==> src/rtl/hfe_pkg.sv <==
package hfe_pkg;
  localparam int WORD_W   = 32;
  localparam int ADDR_W   = 5;
  localparam int NUM_EV   = 4;
  localparam int MAX_DIG  = 8;

  typedef enum logic [1:0] {
    ALG_MD5    = 2'd0,
    ALG_SHA1   = 2'd1,
    ALG_SHA224 = 2'd2,
    ALG_SHA256 = 2'd3
  } alg_e;

  typedef enum logic [2:0] {
    RG_SRST   = 3'd0,
    RG_LEN_HI = 3'd1,
    RG_LEN_LO = 3'd2,
    RG_CTRL   = 3'd3,
    RG_STAT   = 3'd4,
    RG_IEN    = 3'd5,
    RG_ICLR   = 3'd6,
    RG_RQ     = 3'd7
  } reg_e;

  localparam int EV_AVAIL = 0;
  localparam int EV_NEW   = 1;
  localparam int EV_RDERR = 2;
  localparam int EV_WRERR = 3;

  function automatic logic [3:0] words_for(alg_e a);
    case (a)
      ALG_MD5:    return 4'd4;
      ALG_SHA1:   return 4'd5;
      ALG_SHA224: return 4'd7;
      default:    return 4'd8;
    endcase
  endfunction

  function automatic logic [WORD_W-1:0] stub_word(logic [WORD_W-1:0] seed, alg_e a,
                                                  logic [7:0] k);
    return seed ^ {6'h2A, a, k, 16'h5A5A};
  endfunction
endpackage

==> src/rtl/hfe_regs.sv <==
module hfe_regs
  import hfe_pkg::*;
(
  input  logic              clk,
  input  logic              rst,
  input  logic              wr_en,
  input  reg_e              wr_idx,
  input  logic [WORD_W-1:0] wdata,
  output logic              hold,
  output logic              configured,
  output alg_e              algo,
  output logic [1:0]        order,
  output logic [WORD_W-1:0] len_hi,
  output logic [WORD_W-1:0] len_lo
);
  always_ff @(posedge clk) begin
    if (rst) begin
      hold       <= 1'b0;
      configured <= 1'b0;
      algo       <= ALG_MD5;
      order      <= 2'd0;
      len_hi     <= '0;
      len_lo     <= '0;
    end else begin
      if (wr_en) begin
        case (wr_idx)
          RG_SRST:   hold   <= wdata[0];
          RG_LEN_HI: len_hi <= wdata;
          RG_LEN_LO: len_lo <= wdata;
          RG_CTRL: if (!hold) begin
            algo       <= alg_e'(wdata[1:0]);
            order      <= wdata[9:8];
            configured <= 1'b1;
          end
          default: ;
        endcase
      end
      if (hold) begin
        algo       <= ALG_MD5;
        order      <= 2'd0;
        configured <= 1'b0;
      end
    end
  end

  AST_CFG_FROM_WRITE: assert property (@(posedge clk) disable iff (rst)
    $rose(configured) |-> $past(wr_en && wr_idx == RG_CTRL && !hold));
  AST_HOLD_UNCONF: assert property (@(posedge clk) disable iff (rst)
    $past(hold) && hold |-> !configured && algo == ALG_MD5 && order == 2'd0);
endmodule

==> src/rtl/hfe_irq.sv <==
module hfe_irq #(
  parameter int N = 4
) (
  input  logic         clk,
  input  logic         rst,
  input  logic         hold,
  input  logic [N-1:0] ev_set,
  input  logic         clr_we,
  input  logic [N-1:0] clr_mask,
  input  logic         ien_we,
  input  logic [N-1:0] ien_wdata,
  output logic [N-1:0] sticky,
  output logic [N-1:0] ien,
  output logic         irq
);
  logic [N-1:0] masked;
  logic [N-1:0] clr_vec;

  for (genvar g = 0; g < N; g++) begin : g_mask
    assign masked[g]  = sticky[g] & ien[g];
    assign clr_vec[g] = clr_we & clr_mask[g];
  end

  always_ff @(posedge clk) begin
    if (rst) begin
      sticky <= '0;
      ien    <= '0;
      irq    <= 1'b0;
    end else begin
      if (hold) sticky <= '0;
      else      sticky <= (sticky & ~clr_vec) | ev_set;
      if (ien_we) ien <= ien_wdata;
      irq <= |masked;
    end
  end

  AST_CLEAR_TAKES: assert property (@(posedge clk) disable iff (rst)
    clr_we |=> ((sticky & $past(clr_mask & ~ev_set)) == '0));
  AST_SET_WINS: assert property (@(posedge clk) disable iff (rst)
    (|ev_set) && !hold |=> ((sticky & $past(ev_set)) == $past(ev_set)));
  AST_HOLD_QUIET: assert property (@(posedge clk) disable iff (rst)
    hold && $past(hold) && $past(hold, 2) |-> !irq);
endmodule

==> src/rtl/hfe_rqueue.sv <==
module hfe_rqueue #(
  parameter int DEPTH = 16,
  parameter int W     = 32
) (
  input  logic         clk,
  input  logic         rst,
  input  logic         flush,
  input  logic         push,
  input  logic [W-1:0] push_data,
  input  logic         pop,
  output logic [W-1:0] pop_data,
  output logic         underflow,
  output logic         nonempty
);
  localparam int PTR_W = (DEPTH > 1) ? $clog2(DEPTH) : 1;
  localparam int CNT_W = $clog2(DEPTH + 1);
  localparam logic [CNT_W-1:0] FULL_CNT = CNT_W'(DEPTH);
  localparam logic [PTR_W-1:0] LAST_PTR = PTR_W'(DEPTH - 1);

  logic [W-1:0]     mem [DEPTH];
  logic [PTR_W-1:0] wp, rp;
  logic [CNT_W-1:0] count;
  logic             empty, full, do_push, do_pop;

  assign empty     = (count == '0);
  assign full      = (count == FULL_CNT);
  assign do_push   = push && !full && !flush;
  assign do_pop    = pop && !empty && !flush;
  assign underflow = pop && empty && !flush;
  assign nonempty  = !empty;

  always_ff @(posedge clk) begin
    if (do_push) mem[wp] <= push_data;
  end

  always_ff @(posedge clk) begin
    if (rst || flush)  pop_data <= '0;
    else if (do_pop)   pop_data <= mem[rp];
    else if (pop)      pop_data <= '0;
  end

  always_ff @(posedge clk) begin
    if (rst || flush) begin
      wp    <= '0;
      rp    <= '0;
      count <= '0;
    end else begin
      if (do_push) wp <= (wp == LAST_PTR) ? '0 : wp + 1'b1;
      if (do_pop)  rp <= (rp == LAST_PTR) ? '0 : rp + 1'b1;
      case ({do_push, do_pop})
        2'b10:   count <= count + 1'b1;
        2'b01:   count <= count - 1'b1;
        default: ;
      endcase
    end
  end

  AST_NO_OVERFLOW: assert property (@(posedge clk) disable iff (rst)
    count <= FULL_CNT);
  AST_POP_ONE: assert property (@(posedge clk) disable iff (rst)
    pop && !push && !empty && !flush |=> count == $past(count) - 1'b1);
  AST_PUSH_POP_LEVEL: assert property (@(posedge clk) disable iff (rst)
    pop && push && !empty && !full && !flush |=> count == $past(count));
endmodule

==> src/rtl/hfe_digest_stub.sv <==
module hfe_digest_stub
  import hfe_pkg::*;
(
  input  logic              clk,
  input  logic              rst,
  input  logic              hold,
  input  logic              start,
  input  logic              configured,
  input  alg_e              algo,
  input  logic [WORD_W-1:0] seed,
  output logic              push,
  output logic [WORD_W-1:0] push_data,
  output logic              last
);
  logic              busy;
  logic [2:0]        idx;
  alg_e              alg_q;
  logic [WORD_W-1:0] seed_q;
  logic              accept;

  assign accept    = start && !busy && !hold && configured;
  assign push      = busy && !hold;
  assign last      = push && (idx == 3'd0);
  assign push_data = stub_word(seed_q, alg_q, {5'd0, idx});

  always_ff @(posedge clk) begin
    if (rst || hold) begin
      busy   <= 1'b0;
      idx    <= 3'd0;
      alg_q  <= ALG_MD5;
      seed_q <= '0;
    end else if (accept) begin
      busy   <= 1'b1;
      idx    <= 3'(words_for(algo) - 4'd1);
      alg_q  <= algo;
      seed_q <= seed;
    end else if (busy) begin
      if (idx == 3'd0) busy <= 1'b0;
      else             idx  <= idx - 1'b1;
    end
  end

  AST_START_LOAD: assert property (@(posedge clk) disable iff (rst)
    accept |=> busy && ({1'b0, idx} == $past(words_for(algo)) - 4'd1));
  AST_IGNORE_BUSY: assert property (@(posedge clk) disable iff (rst)
    busy && start && idx != 3'd0 && !hold |=> busy && idx == $past(idx) - 1'b1);
endmodule

==> src/rtl/hash_ctl_front.sv <==
module hash_ctl_front
  import hfe_pkg::*;
#(
  parameter int QDEPTH = 16
) (
  input  logic              clk,
  input  logic              rst,
  input  logic              bus_wr,
  input  logic              bus_rd,
  input  logic [ADDR_W-1:0] bus_addr,
  input  logic [WORD_W-1:0] bus_wdata,
  output logic [WORD_W-1:0] bus_rdata,
  input  logic              data_wr,
  input  logic              core_done,
  output logic              irq,
  output logic [1:0]        cfg_algo,
  output logic [1:0]        cfg_order,
  output logic [2*WORD_W-1:0] msg_bits,
  output logic              core_hold
);
  reg_e              idx;
  logic              hold, configured;
  alg_e              algo;
  logic [1:0]        order;
  logic [WORD_W-1:0] len_hi, len_lo;
  logic [NUM_EV-1:0] ev_set, sticky, ien;
  logic              q_push, q_last, q_pop, q_under, q_nonempty;
  logic [WORD_W-1:0] q_push_data, q_pop_data;
  logic [WORD_W-1:0] rmux, rd_q;
  logic              sel_rq_q;
  logic [1:0]        unused_addr;

  assign unused_addr = bus_addr[1:0];
  assign idx         = reg_e'(bus_addr[4:2]);

  hfe_regs u_regs (
    .clk(clk), .rst(rst), .wr_en(bus_wr), .wr_idx(idx), .wdata(bus_wdata),
    .hold(hold), .configured(configured), .algo(algo), .order(order),
    .len_hi(len_hi), .len_lo(len_lo)
  );

  hfe_digest_stub u_stub (
    .clk(clk), .rst(rst), .hold(hold), .start(core_done), .configured(configured),
    .algo(algo), .seed(len_lo), .push(q_push), .push_data(q_push_data), .last(q_last)
  );

  assign q_pop = bus_rd && (idx == RG_RQ) && !hold;

  hfe_rqueue #(.DEPTH(QDEPTH), .W(WORD_W)) u_queue (
    .clk(clk), .rst(rst), .flush(hold), .push(q_push), .push_data(q_push_data),
    .pop(q_pop), .pop_data(q_pop_data), .underflow(q_under), .nonempty(q_nonempty)
  );

  always_comb begin
    ev_set           = '0;
    ev_set[EV_AVAIL] = q_push;
    ev_set[EV_NEW]   = q_last;
    ev_set[EV_RDERR] = q_under;
    ev_set[EV_WRERR] = data_wr && !configured && !hold;
  end

  hfe_irq #(.N(NUM_EV)) u_irq (
    .clk(clk), .rst(rst), .hold(hold), .ev_set(ev_set),
    .clr_we(bus_wr && idx == RG_ICLR), .clr_mask(bus_wdata[NUM_EV-1:0]),
    .ien_we(bus_wr && idx == RG_IEN), .ien_wdata(bus_wdata[NUM_EV-1:0]),
    .sticky(sticky), .ien(ien), .irq(irq)
  );

  always_comb begin
    rmux = '0;
    case (idx)
      RG_SRST:   rmux[0]   = hold;
      RG_LEN_HI: rmux      = len_hi;
      RG_LEN_LO: rmux      = len_lo;
      RG_CTRL:   begin rmux[1:0] = algo; rmux[9:8] = order; end
      RG_STAT:   begin rmux[NUM_EV-1:0] = sticky; rmux[8] = q_nonempty; end
      RG_IEN:    rmux[NUM_EV-1:0] = ien;
      default:   rmux = '0;
    endcase
  end

  always_ff @(posedge clk) begin
    if (rst) begin
      rd_q     <= '0;
      sel_rq_q <= 1'b0;
    end else if (bus_rd) begin
      rd_q     <= rmux;
      sel_rq_q <= (idx == RG_RQ);
    end
  end

  assign bus_rdata = sel_rq_q ? q_pop_data : rd_q;
  assign cfg_algo  = algo;
  assign cfg_order = order;
  assign msg_bits  = {len_hi, len_lo};
  assign core_hold = hold;

  AST_EMPTY_READ_ERR: assert property (@(posedge clk) disable iff (rst)
    q_pop && !q_nonempty |=> sticky[EV_RDERR]);
  AST_WRERR_ONLY_UNCONF: assert property (@(posedge clk) disable iff (rst)
    $rose(sticky[EV_WRERR]) |-> $past(data_wr && !configured));
endmodule

==> config.mk <==
export PLATFORM = sky130hd
export DESIGN_NAME = hash_ctl_front
export DESIGN_NICKNAME = d
export VERILOG_FILES = /design/src/rtl/hfe_pkg.sv /design/src/rtl/hfe_regs.sv /design/src/rtl/hfe_irq.sv /design/src/rtl/hfe_rqueue.sv /design/src/rtl/hfe_digest_stub.sv /design/src/rtl/hash_ctl_front.sv
export SDC_FILE = /design/constraint.sdc
export NUM_CORES = 1
export LEC_CHECK = 0
export ABC_AREA = 0
export BUFFER_PORTS_ARGS = -buffer_cell sky130_fd_sc_hd__buf_2
export CAP_MARGIN = 25
export CORE_MARGIN = 2
export CORE_UTILIZATION = 40
export CTS_CLUSTER_SIZE = 16
export DETAILED_ROUTE_END_ITERATION = 16
export SYNTH_ARGS = -nofsm -noshare
export SYNTH_HDL_FRONTEND = slang
export SYNTH_SLANG_ARGS = --single-unit
export TNS_END_PERCENT = 1
==> constraint.sdc <==
create_clock -name clk -period 4.3 [get_ports clk]
set_clock_uncertainty 0.15 [all_clocks]
set_input_delay 0.43 -clock clk [delete_from_list [all_inputs] [get_ports clk]]
set_output_delay 0.43 -clock clk [all_outputs]
set_load 0.01 [all_outputs]
==> results of run 1 <==
[metrics by stage]
stage / hold slack (ns) / cells
4_1_cts: 0.02854 / 3104
5_1_grt: 0.06129 / 3106
2_1_floorplan: 0.2752 / 1941
6_report: 0.05889 / 3106
3_5_place_dp: 0.2942 / 2943
3_3_place_gp: 0.2931 / 2942
[Yosys cell counts (34+ instances only)]
cell	n
clkbuf_1	60
edfxtp_1	512
nand2_1	251
nor2b_1	37
o22ai_1	36
nor2_1	101
a21oi_1	120
mux4_2	64
buf_2	43
o21ai_0	36
a211oi_1	56
a22oi_1	34
mux2_2	35
mux2i_1	145
dfxtp_1	199
[cell families after synthesis]
logic type               Yosys count  share of synthesized area
adder cells (fa/ha/maj)           15                   0.006724
AO/OA/AOI/OAI                    370                    0.08324
AND/OR/NAND/NOR                  437                    0.06867
XOR/XNOR                          12                   0.003765
multiplexers                     244                     0.1178
buffers and inverters            152                    0.02627
flip-flops                       711                     0.6936
[layout make-up]
| class | count | area, sq um | share of cell area |
|---|---|---|---|
| clock buffers | 103 | 1966 | 0.06079 |
| repair buffers | 237 | 1559 | 0.04822 |
| clock inverters | 25 | 240.2 | 0.007430 |
| inverters | 21 | 78.83 | 0.002438 |
| multi-input cells | 1078 | 7955 | 0.2460 |
| well taps | 931 | 1165 | 0.03603 |
| flip-flops and latches | 711 | 19370 | 0.5991 |
[how the worst min path moves through the flow]
stage	from	endpoint	slack, ns	depth (start not counted)
finish	bus_rd	sel_rq_q	0.06	3
global route	bus_rd	sel_rq_q	0.06	3
CTS	bus_rd	sel_rq_q	0.03	3
detailed placement	u_queue.pop_data[7]	u_queue.pop_data[7]	0.29	2
global placement	u_queue.pop_data[8]	u_queue.pop_data[8]	0.29	2
floorplan	u_queue.pop_data[29]	u_queue.pop_data[29]	0.28	2
[cell usage in the layout, fill, tap and decap left out, types with 56 or more instances in the layout]
| cell | synthesis | routed |
|---|---|---|
| buf_2 | 43 | 141 |
| edfxtp_1 | 512 | 512 |
| dfxtp_1 | 199 | 194 |
| buf_4 | 13 | 59 |
| nand2_1 | 251 | 251 |
| clkbuf_16 | 0 | 72 |
| mux4_2 | 64 | 64 |
| nor2_1 | 101 | 89 |
| a21oi_1 | 120 | 120 |
| a211oi_1 | 56 | 56 |
| mux2i_1 | 145 | 145 |
[flip-flops by register name, summed over array words and instances (netlist names), 5 cells and up, named ones only]
register	cells
u_queue.mem	512
rd_q	32
u_queue.pop_data	32
u_regs.len_hi	32
u_regs.len_lo	32
u_stub.seed_q	32
u_queue.count	5
[power breakdown]
part | switching [mW] | internal, mW
logic | 0.181 | 0.111
registers | 0.0338 | 7.29
clock network | 2.52 | 3.42
total | 2.73 | 10.8
[layer usage]
metal  up-vias  share of wire  global-route usage
li1       7631              -                   -
met1      8411           0.43              0.2630
met2       582           0.49              0.3294
met3        91          0.065             0.03427
met4         2          0.019             0.05511
met5         -        0.00019                   0
[worst min-delay path: cells and delay by family]
family	cells	cell delay, ns
compound gates	1	0.08
buf+inv	1	0.13
simple gates	1	0.12
==> impl_metrics.csv, run 1 <==
group,metric,value,unit
synthesis,synth_top_cell_area_share,0.5508,
sta,slew_headroom,0.2957,
die,coreArea,68830,sq um
finish,diodes,0,
global_route,overflow,0,
finish,nFillCells,6020,
die,fp-row-count,96,
power,p_leak,10.98,nW
critical_path,cp.arrival,3.45,ns
synthesis,synthDistinctLibCells,60,
finish,area_growth,15.84,%
critical_path,crit_slowest_cell,"dfxtp_1",
critical_path,slowest_delay,0.47,ns
placement,place_congestion,0.8384,
min_path,hold_path.class,"in2reg",
route,routed_wl,69730,um
cts,holdBufCountCts,33,
synthesis,syn-cell-area,27910,sq um
outcome,status,"finished clean",
sta,post-route-period-util,0.7150,
sta,setup_viol,0,
critical_path,crit_start,"u_stub.busy",
synthesis,synth_fp_nets,1999,
sta,rsz0062_at_grt,"no",
critical_path,cp-end-kind,"flop",
finish,drive_gt1_frac,0.2018,
synthesis,ys_warn_count,0,
synthesis,synth.largest_area_cell,"edfxtp_1",
cts,cts_resized,0,
cts,post_cts_buffers,0,
route,route.detailed.drc,0,
global_route,antenna_found_initial,5,
critical_path,worstPathBufferInverterCount,2,
global_route,grt_pass1_wl,105000,um
synthesis,synth_cells,1941,
synthesis,synthArstFlopShare,0,
placement,pre_cts_ws,0.9067,ns
placement,dp_hpwl,42770,um
synthesis,syn_area_per_cell,14.38,sq um
synthesis,synth-edff-count,512,
critical_path,critPathMaxFanout,11,
critical_path,r2r_end,"u_queue.count[4]",
synthesis,ys_seq_elements,711,
critical_path,startpoint_type,"flop",
critical_path,required,4.68,ns
power,power_density,419.2,nW/um^2
die,die_w,268.2,um
sta,hold_violations,0,
sta,fin_tns_setup,0,ns
synthesis,postSynth.topFlopCell,"edfxtp_1",
power,total_power,13.55,mW
critical_path,reg2reg_depth,12,
critical_path,critPathCapture,"u_queue.count[4]",
die,die_area,71910,sq um
synthesis,netlist_top_cells_area,"edfxtp_1 55%, dfxtp_1 14%, mux2i_1 5.2%, mux4_2 5.2%, nand2_1 3.4%",
sta,fmax,325.2,MHz
cts,clockBufferDepth,3,
global_route,grt_pass1_vias,16894,
route,ant_nets,0,
cts,cts_made_buffers,69,
global_route,grt_max_degree,69,
cts,path_clk_slew,0.06,ns
route,viasPerCell,5.382,
sta,worst_slack,1.225,ns
finish,final_area,32330,sq um
critical_path,rrSetupSlack,1.23,ns
sta,worst_pin_slew,1.056,ns
cts,clk_latency,0.60,ns
route,first_iter_violations,1345,
finish,fin_util,0.4698,
synthesis,yosysSeqAreaShare,0.6936,
placement,io_buffer_count,142,
finish,nets,2176,
route,first_pass_iters,5,
die,io_pins,145,
cts,cts_num_sinks,711,
cts,htree_levels,3,
placement,placed_area,29770,sq um
global_route,grt_usage,0.1963,
cts,cts_tree,"done",
power,worst_ir_drop_vdd,0.3193,mV
route,wl_per_cell,22.45,um
die,start_util,0.4055,
critical_path,cp_num_cells,12,
route,via_count,16717,
sta,drv_slew,0,
critical_path,path_class,"reg2reg",
job,maxCapViolCount,0,
critical_path,crit_chain,"nor2b_1, a21boi_0, buf_4, inv_1, ha_1, xor2_1, ha_1, a211o_1, a21oi_1, a221oi_1, or3_1, a21oi_1",
cts,cts-root-buf,"clkbuf_16",
die,die_h,268.2,um
sta,timing.final.crit_period,3.075,ns
critical_path,rr_startpoint,"u_stub.busy",
critical_path,crit_family,"compound AO/OA/AOI/OAI gates",
Power figures use the tool's default switching activity.
==> inputs of run 2 (changes only) <==
--- a/config.mk
+++ b/config.mk
@@ -5,7 +5,7 @@
 export SDC_FILE = /design/constraint.sdc
 export NUM_CORES = 1
 export LEC_CHECK = 0
-export ABC_AREA = 0
+export ABC_AREA = 1
 export BUFFER_PORTS_ARGS = -buffer_cell sky130_fd_sc_hd__buf_2
 export CAP_MARGIN = 25
 export CORE_MARGIN = 2
==> constraint.sdc (replaced) <==
create_clock -name clk -period 2.7 [get_ports clk]
set_clock_uncertainty 0.15 [all_clocks]
set_input_delay 0.27 -clock clk [delete_from_list [all_inputs] [get_ports clk]]
set_output_delay 0.27 -clock clk [all_outputs]
set_load 0.01 [all_outputs]
==> impl_metrics.csv, run 2 <==
group,metric,value,unit
route,first_iter_violations,2148,
global_route,grt_usage,0.2211,
synthesis,synth_cells,2712,
die,start_util,0.4043,
sta,setup_viol,0,
critical_path,startpoint_type,"flop",
global_route,grt_pass1_wl,123400,um
sta,timing.final.crit_period,2.558,ns
cts,cts-root-buf,"clkbuf_16",
sta,fmax,391.0,MHz
global_route,overflow,0,
cts,clockBufferDepth,3,
finish,largest_reg_flops,512,
synthesis,ys_warn_count,0,
route,routed_wl,81920,um
finish,layout_commonest_cell,"nand2_1",
outcome,status,"finished clean",
die,die_h,270.3,um
synthesis,yosysMostFrequentCell,"nand2_1",
sta,drv_slew,0,
die,die_area,73050,sq um
die,fp-row-count,97,
sta,slew_headroom,0.4694,
power,power_density,666.0,nW/um^2
cts,path_clk_slew,0.06,ns
placement,place_congestion,0.8792,
finish,area_growth,17.15,%
cts,cts_tree,"done",
route,first_pass_iters,7,
finish,nets,2932,
synthesis,synth-edff-count,512,
finish,register_area,19370,sq um
critical_path,critPathMaxFanout,34,
power,worst_ir_drop_vdd,0.3949,mV
critical_path,cp.arrival,2.14,ns
synthesis,yosysSeqAreaShare,0.6826,
synthesis,postSynth.topFlopCell,"edfxtp_1",
sta,post-route-period-util,0.9472,
synthesis,synth.largest_area_cell,"edfxtp_1",
finish,mostFrequentLayoutCells,"645 x nand2_1, 512 x edfxtp_1, 499 x nand3_1, 195 x dfxtp_1, 187 x o21ai_0",
power,p_leak,12.52,nW
synthesis,syn-cell-area,28360,sq um
power,total_power,22.13,mW
route,ant_nets,0,
min_path,hold_path.class,"in2reg",
cts,cts_made_buffers,73,
finish,nFillCells,6521,
synthesis,synth_fp_nets,2770,
synthesis,synthArstFlopShare,0,
cts,htree_levels,3,
sta,hold_violations,0,
sta,worst_pin_slew,0.7959,ns
die,io_pins,145,
synthesis,synthDistinctLibCells,31,
synthesis,netlist_top_cells_area,"edfxtp_1 54%, dfxtp_1 14%, nand3_1 8.8%, nand2_1 8.5%, o21ai_0 3.3%",
die,die_w,270.3,um
cts,cts_num_sinks,711,
placement,io_buffer_count,142,
global_route,grt_max_degree,124,
cts,cts_resized,0,
critical_path,required,2.28,ns
route,via_count,20838,
route,wl_per_cell,21.14,um
route,route.detailed.drc,0,
placement,dp_hpwl,49120,um
synthesis,ys_seq_elements,711,
route,viasPerCell,5.376,
finish,drive_gt1_frac,0.1200,
job,maxCapViolCount,0,
critical_path,cp-end-kind,"primary output",
cts,clk_latency,0.61,ns
finish,fin_util,0.4736,
finish,multi_input_area,7936,sq um
global_route,grt_pass1_vias,20160,
critical_path,path_class,"reg2out",
synthesis,syn_area_per_cell,10.46,sq um
synthesis,synth_top_cell_area_share,0.5421,
sta,rsz0062_at_grt,"no",
die,coreArea,70150,sq um
global_route,antenna_found_initial,1,
finish,regMostFlops,"u_queue.mem",
synthesis,ys_top_cells_by_count,"645 x nand2_1, 512 x edfxtp_1, 499 x nand3_1, 199 x dfxtp_1, 187 x o21ai_0",
==> run 2: cells by family (layout without fill, tap and decap cells) <==
family                     after synthesis  in the layout  synth area share
xor gates and xnor gates                11             11          0.003397
and+or+nand+nor                       1338           1338            0.2006
DFF                                    711            711            0.6826
other                                    0              2                 0
adders and majority gates               15             15          0.006618
buffers and inverters                  297            519           0.04213
muxes                                    6              6          0.002382
AOI/OAI and AO/OA                      334            334           0.06234
==> run 2: critical path, cell delays in order, from the launching register on <==
cell and delay [ns]:
dfxtp_2 0.71, buf_12 0.26, nand2_1 0.07, o21ai_0 0.21, buf_2 0.25
==> run 2: final timing paths <==
path	startpoint	endpoint	slack, ns	depth (start not counted)
max	sel_rq_q	bus_rdata[28]	0.14	4
min	rst	u_regs.algo[1]	0.04	5
max reg2reg	u_queue.count[0]	u_queue.count[4]	0.40	15
min reg2reg	rd_q[3]	rd_q[3]	0.32	2
==> run 2: what timing repair did <==
| action | 4_1_cts | 5_1_grt |
|---|---|---|
| buffers inserted | 0 | 0 |
| hold buffers | 39 | 0 |
| endpoints found under the hold margin | 79 | 0 |
| endpoints found under the setup margin | 0 | 0 |
==> run 2: layout make-up <==
class                      instances  share of cell area
clock inverter                    30            0.005762
clock buffer                     105             0.06274
sequential                       711              0.5829
tap                              940             0.03540
multi-input combinational       1704              0.2389
inverter                         129             0.01487
antenna                            2           0.0001506
timing repair buffer             255             0.05927
==> run 2: power breakdown <==
part / switching (mW) / internal (mW) / total [mW]
Sequential: 0.0981 / 11.7 / 11.8
Clock: 4.13 / 5.57 / 9.69
Combinational: 0.425 / 0.221 / 0.646
==> run 2: metal layers <==
layer | GRT usage | vias up | wire (um)
met5 | 0 | - | 11
met4 | 0.06412 | 2 | 2021
met3 | 0.03912 | 142 | 6479
met2 | 0.3590 | 833 | 38540
met1 | 0.3044 | 10170 | 34870
li1 | - | 9691 | -
==> run 2: metrics by stage <==
stage                     instance area, sq um  setup TNS (ns)  hold slack (ns)  setup slack [ns]  instances
final                                    33230               0          0.03740            0.1425       3876
after global routing                     33220               0          0.06298           0.06190       3874
after CTS                                33220               0          0.01018            0.1549       3874
after detailed placement                 30550               0           0.3072            0.3018       3700
after global placement                   30550               0           0.3012            0.2745       3700
after floorplan                          28370          -66.37           0.2141           -0.1607       2712
==> inputs of run 3 (changes only) <==
==> constraint.sdc (replaced) <==
create_clock -name clk -period 2.7 [get_ports clk]
set_clock_uncertainty 0.15 [all_clocks]
set_input_delay 0.27 -clock clk [delete_from_list [all_inputs] [get_ports clk]]
set_output_delay 0.27 -clock clk [all_outputs]
set_load 0.05 [all_outputs]
==> impl_metrics.csv, run 3 (synthesized netlist as in run 2, its figures left out) <==
group,metric,value,unit
outcome,status,"finished clean",
critical_path,crit_start,"sel_rq_q",
global_route,antenna_found_initial,2,
min_path,min_path_cells,4,
route,route.met2.wl,37700,um
sta,timing.final.crit_period,2.550,ns
route,viasPerCell,5.358,
placement,io_buffer_count,142,
die,die_area,73050,sq um
sta,worst_pin_slew,0.7955,ns
placement,place_congestion,0.8821,
critical_path,cp-end-kind,"primary output",
route,route.detailed.drc,0,
cts,clk_latency,0.62,ns
sta,hold_violations,0,
placement,dp_hpwl,48850,um
finish,largest_reg_flops,512,
cts,cts_tree,"done",
finish,regMostFlops,"u_queue.mem",
route,first_iter_violations,2071,
min_path,hold_start,"bus_addr[3]",
finish,register_area,19370,sq um
route,wl_per_cell,20.98,um
global_route,grt_usage,0.2194,
finish,layout_commonest_cell,"nand2_1",
global_route,grt_max_degree,124,
critical_path,cp.arrival,2.13,ns
route,via_count,20764,
cts,htree_levels,3,
critical_path,worstPathBufferInverterCount,2,
cts,path_clk_slew,0.06,ns
global_route,grt_pass1_wl,122700,um
critical_path,required,2.28,ns
route,highest_layer,"met5",
critical_path,cp_num_cells,3,
cts,cts_made_buffers,74,
finish,multi_input_area,7936,sq um
global_route,grt_pass1_vias,19726,
finish,nFillCells,6455,
critical_path,path_class,"reg2out",
critical_path,crit_chain,"buf_12, o21ai_0, buf_2",
job,maxCapViolCount,0,
cts,post_cts_buffers,0,
critical_path,reg2reg_depth,14,
sta,post-route-period-util,0.9445,
sta,fmax,392.2,MHz
cts,cts_num_sinks,711,
power,power_density,674.3,nW/um^2
route,drt-met1-wl,35800,um
global_route,overflow,0,
min_path,hold_path.class,"in2reg",
finish,drive_gt1_frac,0.1238,
sta,slew_headroom,0.4696,
cts,cts-root-buf,"clkbuf_16",
die,die_w,270.3,um
die,die_h,270.3,um
finish,nets,2933,
critical_path,startpoint_type,"flop",
sta,setup_viol,0,
finish,area_growth,17.27,%
route,first_pass_iters,9,
cts,clockBufferDepth,3,
power,total_power,22.43,mW
route,routed_wl,81290,um
critical_path,crit_slowest_cell,"o21ai_0",
die,io_pins,145,
critical_path,crit_family,"buffers and inverters",
sta,rsz0062_at_grt,"no",
power,worst_ir_drop_vdd,0.4712,mV
route,ant_nets,0,
critical_path,slowest_delay,0.46,ns
sta,drv_slew,0,
die,start_util,0.4043,
power,p_leak,12.55,nW
route,wl_met3,6003,um
die,fp-row-count,97,
sta,hold_slack,0.03676,ns
finish,mostFrequentLayoutCells,"645 x nand2_1, 512 x edfxtp_1, 499 x nand3_1, 195 x dfxtp_1, 187 x o21ai_0",
critical_path,rr_startpoint,"u_queue.count[0]",
die,coreArea,70150,sq um
critical_path,critPathMaxFanout,34,
-- run 3: layout make-up --
cell class              count  area share
diodes                      2   0.0001505
clock buffers              93     0.06000
clock inverters            41    0.009367
inverters                 129     0.01486
multi-input cells        1704      0.2386
flip-flops and latches    711      0.5824
well taps                 940     0.03536
repair buffers            255     0.05921
-- run 3: metal layers --
layer,track usage,vias to the layer above
li1,-,9699
met1,0.3089,10118
met2,0.3500,829
met3,0.03734,116
met4,0.06208,2
met5,0,-
-- run 3: worst min-delay path, stage by stage --
cell	delay, ns
buf_2	0.13
ha_1	0.15
o21ai_0	0.08
a21oi_1	0.12
-- run 3: power by group --
| part | internal, mW | switching (mW) | total, mW |
|---|---|---|---|
| Combinational | 0.222 | 0.601 | 0.823 |
| Sequential | 11.7 | 0.0984 | 11.8 |
| Clock | 5.62 | 4.19 | 9.81 |
| Total | 17.5 | 4.89 | 22.4 |
-- run 3: repair_timing --
item	CTS	global route
gates resized for setup	0	1
endpoints found under the setup margin	0	5
endpoints found under the hold margin	81	0
hold buffers	39	0
-- run 3: final timing paths --
path                      endpoint  slack, ns
setup reg to reg  u_queue.count[3]       0.40
hold reg to reg            rd_q[3]       0.31
hold / removal             rd_q[9]       0.04
setup / recovery     bus_rdata[28]       0.15
-- run 3: through the flow --
stage               TNS (ns)  setup slack (ns)    util  cell area, sq um  cells
floorplan            -156.47           -0.3604       -             28370   2712
global placement           0            0.2744  0.4356             30550   3700
detailed placement         0            0.3217  0.4356             30550   3700
CTS                        0          0.006381  0.4740             33250   3873
global route               0           0.09407  0.4741             33260   3874
finish                     0            0.1500  0.4741             33260   3875
